[src/rtl/secded_pkg.sv]
package secded_pkg;

  localparam int DATA_W = 8;

  function automatic int chk_count(int dw);
    int r;
    r = 0;
    while ((1 << r) < dw + r + 1) r++;
    return r;
  endfunction

  localparam int CHK_W = chk_count(DATA_W);
  localparam int HAM_N = DATA_W + CHK_W;
  localparam int CW_W  = HAM_N + 1;

  typedef logic [DATA_W-1:0] data_t;
  typedef logic [CW_W-1:0]   word_t;
  typedef logic [CHK_W-1:0]  syn_t;

  function automatic bit is_pow2(int p);
    return (p & (p - 1)) == 0;
  endfunction

  // XOR of all positions 1..HAM_N whose index has bit k set
  function automatic logic group_parity(word_t w, int k);
    logic c;
    c = 1'b0;
    for (int p = 1; p <= HAM_N; p++)
      if (((p >> k) & 1) == 1) c = c ^ w[p-1];
    return c;
  endfunction

  function automatic word_t place_data(data_t d);
    word_t w;
    int idx;
    w = '0;
    idx = DATA_W - 1;
    for (int p = 1; p <= HAM_N; p++)
      if (!is_pow2(p)) begin
        w[p-1] = d[idx];
        idx--;
      end
    return w;
  endfunction

  function automatic data_t extract_data(word_t w);
    data_t d;
    int idx;
    d = '0;
    idx = DATA_W - 1;
    for (int p = 1; p <= HAM_N; p++)
      if (!is_pow2(p)) begin
        d[idx] = w[p-1];
        idx--;
      end
    return d;
  endfunction

  function automatic word_t encode_word(data_t d);
    word_t w;
    w = place_data(d);
    for (int k = 0; k < CHK_W; k++)
      w[(1 << k) - 1] = group_parity(w, k);
    w[CW_W-1] = ^w[HAM_N-1:0];
    return w;
  endfunction

  function automatic syn_t syndrome_of(word_t w);
    syn_t s;
    for (int k = 0; k < CHK_W; k++)
      s[k] = group_parity(w, k);
    return s;
  endfunction

endpackage

[src/rtl/secded_enc.sv]
module secded_enc
  import secded_pkg::*;
(
  input  logic  clk,
  input  logic  rst,
  input  logic  vin,
  input  data_t din,
  output logic  vout,
  output word_t wout
);

  always_ff @(posedge clk) begin
    if (rst) begin
      vout <= 1'b0;
      wout <= '0;
    end else begin
      vout <= vin;
      if (vin) wout <= encode_word(din);
    end
  end

endmodule

[src/rtl/secded_dec.sv]
module secded_dec
  import secded_pkg::*;
(
  input  logic  clk,
  input  logic  rst,
  input  logic  vin,
  input  word_t win,
  output logic  vout,
  output data_t dout,
  output syn_t  sout,
  output logic  clean,
  output logic  fixed,
  output logic  fatal,
  output word_t flip
);

  syn_t syn_w;
  logic par_w, nz_w, beyond_w, single_w, pbit_w, double_w;

  always_comb begin
    syn_w    = syndrome_of(win);
    par_w    = ^win;
    nz_w     = |syn_w;
    beyond_w = int'(syn_w) > HAM_N;
    single_w = par_w & nz_w & !beyond_w;
    pbit_w   = par_w & !nz_w;
    double_w = !par_w & nz_w;
    flip     = single_w ? (word_t'(1) << (syn_w - syn_t'(1))) : '0;
  end

  always_ff @(posedge clk) begin
    if (rst) begin
      vout  <= 1'b0;
      clean <= 1'b0;
      fixed <= 1'b0;
      fatal <= 1'b0;
      dout  <= '0;
      sout  <= '0;
    end else begin
      vout  <= vin;
      clean <= vin & !par_w & !nz_w;
      fixed <= vin & (single_w | pbit_w);
      fatal <= vin & (double_w | (par_w & beyond_w));
      if (vin) begin
        dout <= extract_data(win ^ flip);
        sout <= syn_w;
      end
    end
  end

endmodule

[src/rtl/secded_codec.sv]
module secded_codec
  import secded_pkg::*;
(
  input  logic              clk,
  input  logic              rst,
  input  logic              enc_valid_i,
  input  logic [DATA_W-1:0] enc_data_i,
  output logic              enc_valid_o,
  output logic [CW_W-1:0]   enc_word_o,
  input  logic              dec_valid_i,
  input  logic [CW_W-1:0]   dec_word_i,
  output logic              dec_valid_o,
  output logic [DATA_W-1:0] dec_data_o,
  output logic [CHK_W-1:0]  dec_syndrome_o,
  output logic              dec_clean_o,
  output logic              dec_fixed_o,
  output logic              dec_fatal_o
);

  // bit the decoder inverts this cycle (zero when nothing is repaired)
  word_t dec_flip_w;

  secded_enc u_enc (
    .clk  (clk),
    .rst  (rst),
    .vin  (enc_valid_i),
    .din  (enc_data_i),
    .vout (enc_valid_o),
    .wout (enc_word_o)
  );

  secded_dec u_dec (
    .clk   (clk),
    .rst   (rst),
    .vin   (dec_valid_i),
    .win   (dec_word_i),
    .vout  (dec_valid_o),
    .dout  (dec_data_o),
    .sout  (dec_syndrome_o),
    .clean (dec_clean_o),
    .fixed (dec_fixed_o),
    .fatal (dec_fatal_o),
    .flip  (dec_flip_w)
  );

endmodule

[config.mk]
export PLATFORM = sky130hd
export DESIGN_NAME = secded_codec
export DESIGN_NICKNAME = d
export VERILOG_FILES = /design/src/rtl/secded_pkg.sv /design/src/rtl/secded_enc.sv /design/src/rtl/secded_dec.sv /design/src/rtl/secded_codec.sv
export SDC_FILE = /design/constraint.sdc
export NUM_CORES = 1
export LEC_CHECK = 0
export BUFFER_PORTS_ARGS = -buffer_cell sky130_fd_sc_hd__buf_4
export CAP_MARGIN = 20
export CORE_MARGIN = 2
export CORE_UTILIZATION = 45
export CTS_BUF_LIST = sky130_fd_sc_hd__clkbuf_16
export DETAILED_ROUTE_END_ITERATION = 6
export PLACE_DENSITY = 0.79
export SLEW_MARGIN = 5
export SYNTH_ARGS = -nofsm -noshare
export SYNTH_HDL_FRONTEND = slang
export SYNTH_HIERARCHICAL = 1
export SYNTH_SLANG_ARGS = --single-unit
[constraint.sdc]
create_clock -name clk -period 2.2 [get_ports clk]
set_clock_uncertainty 0.1 [all_clocks]
set_input_delay 0.11 -clock clk [delete_from_list [all_inputs] [get_ports clk]]
set_output_delay 0.11 -clock clk [all_outputs]
set_load 0.02 [all_outputs]
==> metrics.cfg <==
[synth]
syn_nets=183
synth_cells=158
avgSynthCellArea_um2=10.3
ys_warn_count=6
synth_area_mm2=0.00163

[setup_path]
arrival_ns=2.09
cpPeakStageDelay_ns=0.44
path_cells=buf_4 > xnor3_2 > xnor3_2 > or3_1 > or3_1 > a311oi_1
worstSetupPathType=in2reg
worstRegToRegCells=2
r2r-end=u_dec/dout[2]
crit_required_ns=2.28
path_delay_family=XOR/XNOR gates
startpoint_type=primary input
rrSetupSlack_ns=1.36
critPathBufInv=1
cp-endpoint=u_dec/dout[5]
reg2reg_from=u_dec/dout[2]
cp-end-kind=flop
crit_path_top_delay_cell=or3_1
worst-path-max-fanout=5
crit_start=dec_word_i[6]
crit_cells=6

[grt]
antenna_found_initial=0
grt-ovfl-total=0
gr-usage-all-layers_pct=19.0
met2_usage_pct=31.6
grt_pass1_vias=1245
grt-busiest-layer=met2
grt_pass1_wl_um=5880
grt_max_degree=28
gr-usage-met1_pct=22.2
grt_use_met3_pct=5.46

[cts]
htree_levels=2
numCtsBuffers=5
clock_latency_ns=0.27
cts_tree=yes
cts_sinks=30
clk_pin_slew_ns=0.05
clockBufferDepth=2
root_buffer=clkbuf_16
post_cts_resized=0

[route]
wl_per_cell_um=13.3
num_vias=1346
avgViaCountPerCell=5.00
ant_nets=0
drc=0
drtIter0Drc=63
drtPass1Iterations=4
drt-total-wl_um=3590

[run]
maxCapViolCount=0

[place]
placed_cell_area_mm2=0.00213
place_congestion=0.784
portBuffers=54
placed_cells=260
dp_slack_ns=-0.0671
hpwl_um=2710

[die]
die_h_um=64.2
dieArea_mm2=0.00412
die_w_um=64.2
start_util_pct=47.7
io_pins=55
core_mm2=0.00342
rows=21

[pwr]
p_total_mw=1.91
powerDensity_mw_per_mm2=838
static-leakage-power_nw=1.08
irDropWorstVdd_mv=0.429

[sta]
setup_viol=0
period_share_pct=91.3
rsz0062_at_grt=no
worstMarginPinSlew_ns=0.401
min_period_ns=2.01
slew_violations=0
fmax_ghz=0.498
holdWs_ns=0.00995
hold_viol=0
max_slew_margin_pct=73.1
setup-tns-final_ns=0
setup_slack_ns=0.191

[finish]
diodes=0
finalInstanceArea_mm2=0.00227
fin_util_pct=66.6
drive_gt1_share_pct=36.3
area_growth_pct=39.6
fin_cells=269
final_nets=247

[min_path]
min_path_type=in2reg

[status]
outcome=finished clean

==> worst min-delay path by stage <==
stage	start	endpoint	slack, ns	cells past startpoint
floorplan	rst	u_enc/wout[12]	0.07	1
global placement	enc_data_i[2]	u_enc/wout[9]	0.28	3
detailed placement	enc_data_i[2]	u_enc/wout[9]	0.28	3
CTS	enc_data_i[0]	u_enc/wout[11]	0.007	3
global route	enc_data_i[0]	u_enc/wout[11]	0.008	3
finish	enc_data_i[0]	u_enc/wout[11]	0.01	3
==> metal layers <==
layer | vias up | wire length (um)
met5 | - | 0
met4 | 0 | 63
met3 | 8 | 226
met2 | 49 | 1750
met1 | 606 | 1550
li1 | 683 | -
==> layout make-up <==
class | count | area [um2]
Clock inverter | 3 | 12.5
Fill cell | 296 | 1140
Inverter | 1 | 3.75
Multi-Input combinational cell | 118 | 977
Sequential cell | 30 | 601
Clock buffer | 5 | 125
Timing Repair Buffer | 66 | 498
Tap cell | 46 | 57.6
==> layout by cell type, fill, tap and decap left out, types with 2 or more instances in the layout <==
master / count
inv_1: 2
nor2_1: 26
o21ai_0: 6
buf_4: 65
mux2i_1: 12
xnor3_1: 3
xnor3_2: 3
dfxtp_1: 30
nand2b_1: 2
o31ai_1: 2
xor3_2: 3
or4_1: 2
nand3_1: 2
nand2_1: 9
a311oi_1: 8
or3_1: 7
clkbuf_16: 5
xnor2_1: 11
xor2_1: 8
a211oi_1: 4
==> power breakdown <==
part           switching (mW)  internal (mW)  total, mW
Sequential             0.0234          0.595      0.619
Clock                   0.220          0.407      0.627
Combinational           0.326          0.333      0.660
Total                   0.570           1.34       1.91
==> state kept, by name (all words and copies together) (netlist names) <==
| name | flops |
|---|---|
| u_dec/sout | 4 |
| u_dec/fixed | 1 |
| u_dec/fatal | 1 |
| u_dec/vout | 1 |
| u_enc/wout | 13 |
| u_dec/clean | 1 |
| u_dec/dout | 8 |
| u_enc/vout | 1 |
==> worst register-to-register path: stages, from the launching register on <==
cell and delay [ns]:
dfxtp_1 0.34, nor2_1 0.05, a311oi_1 0.25
==> timing repair <==
| action | CTS | global route |
|---|---|---|
| setup endpoints to repair | 0 | 0 |
| setup buffers | 0 | 0 |
| hold buffers | 1 | 0 |
| hold endpoints to repair | 1 | 0 |
Note: power is estimated with default switching activity, not from simulation.
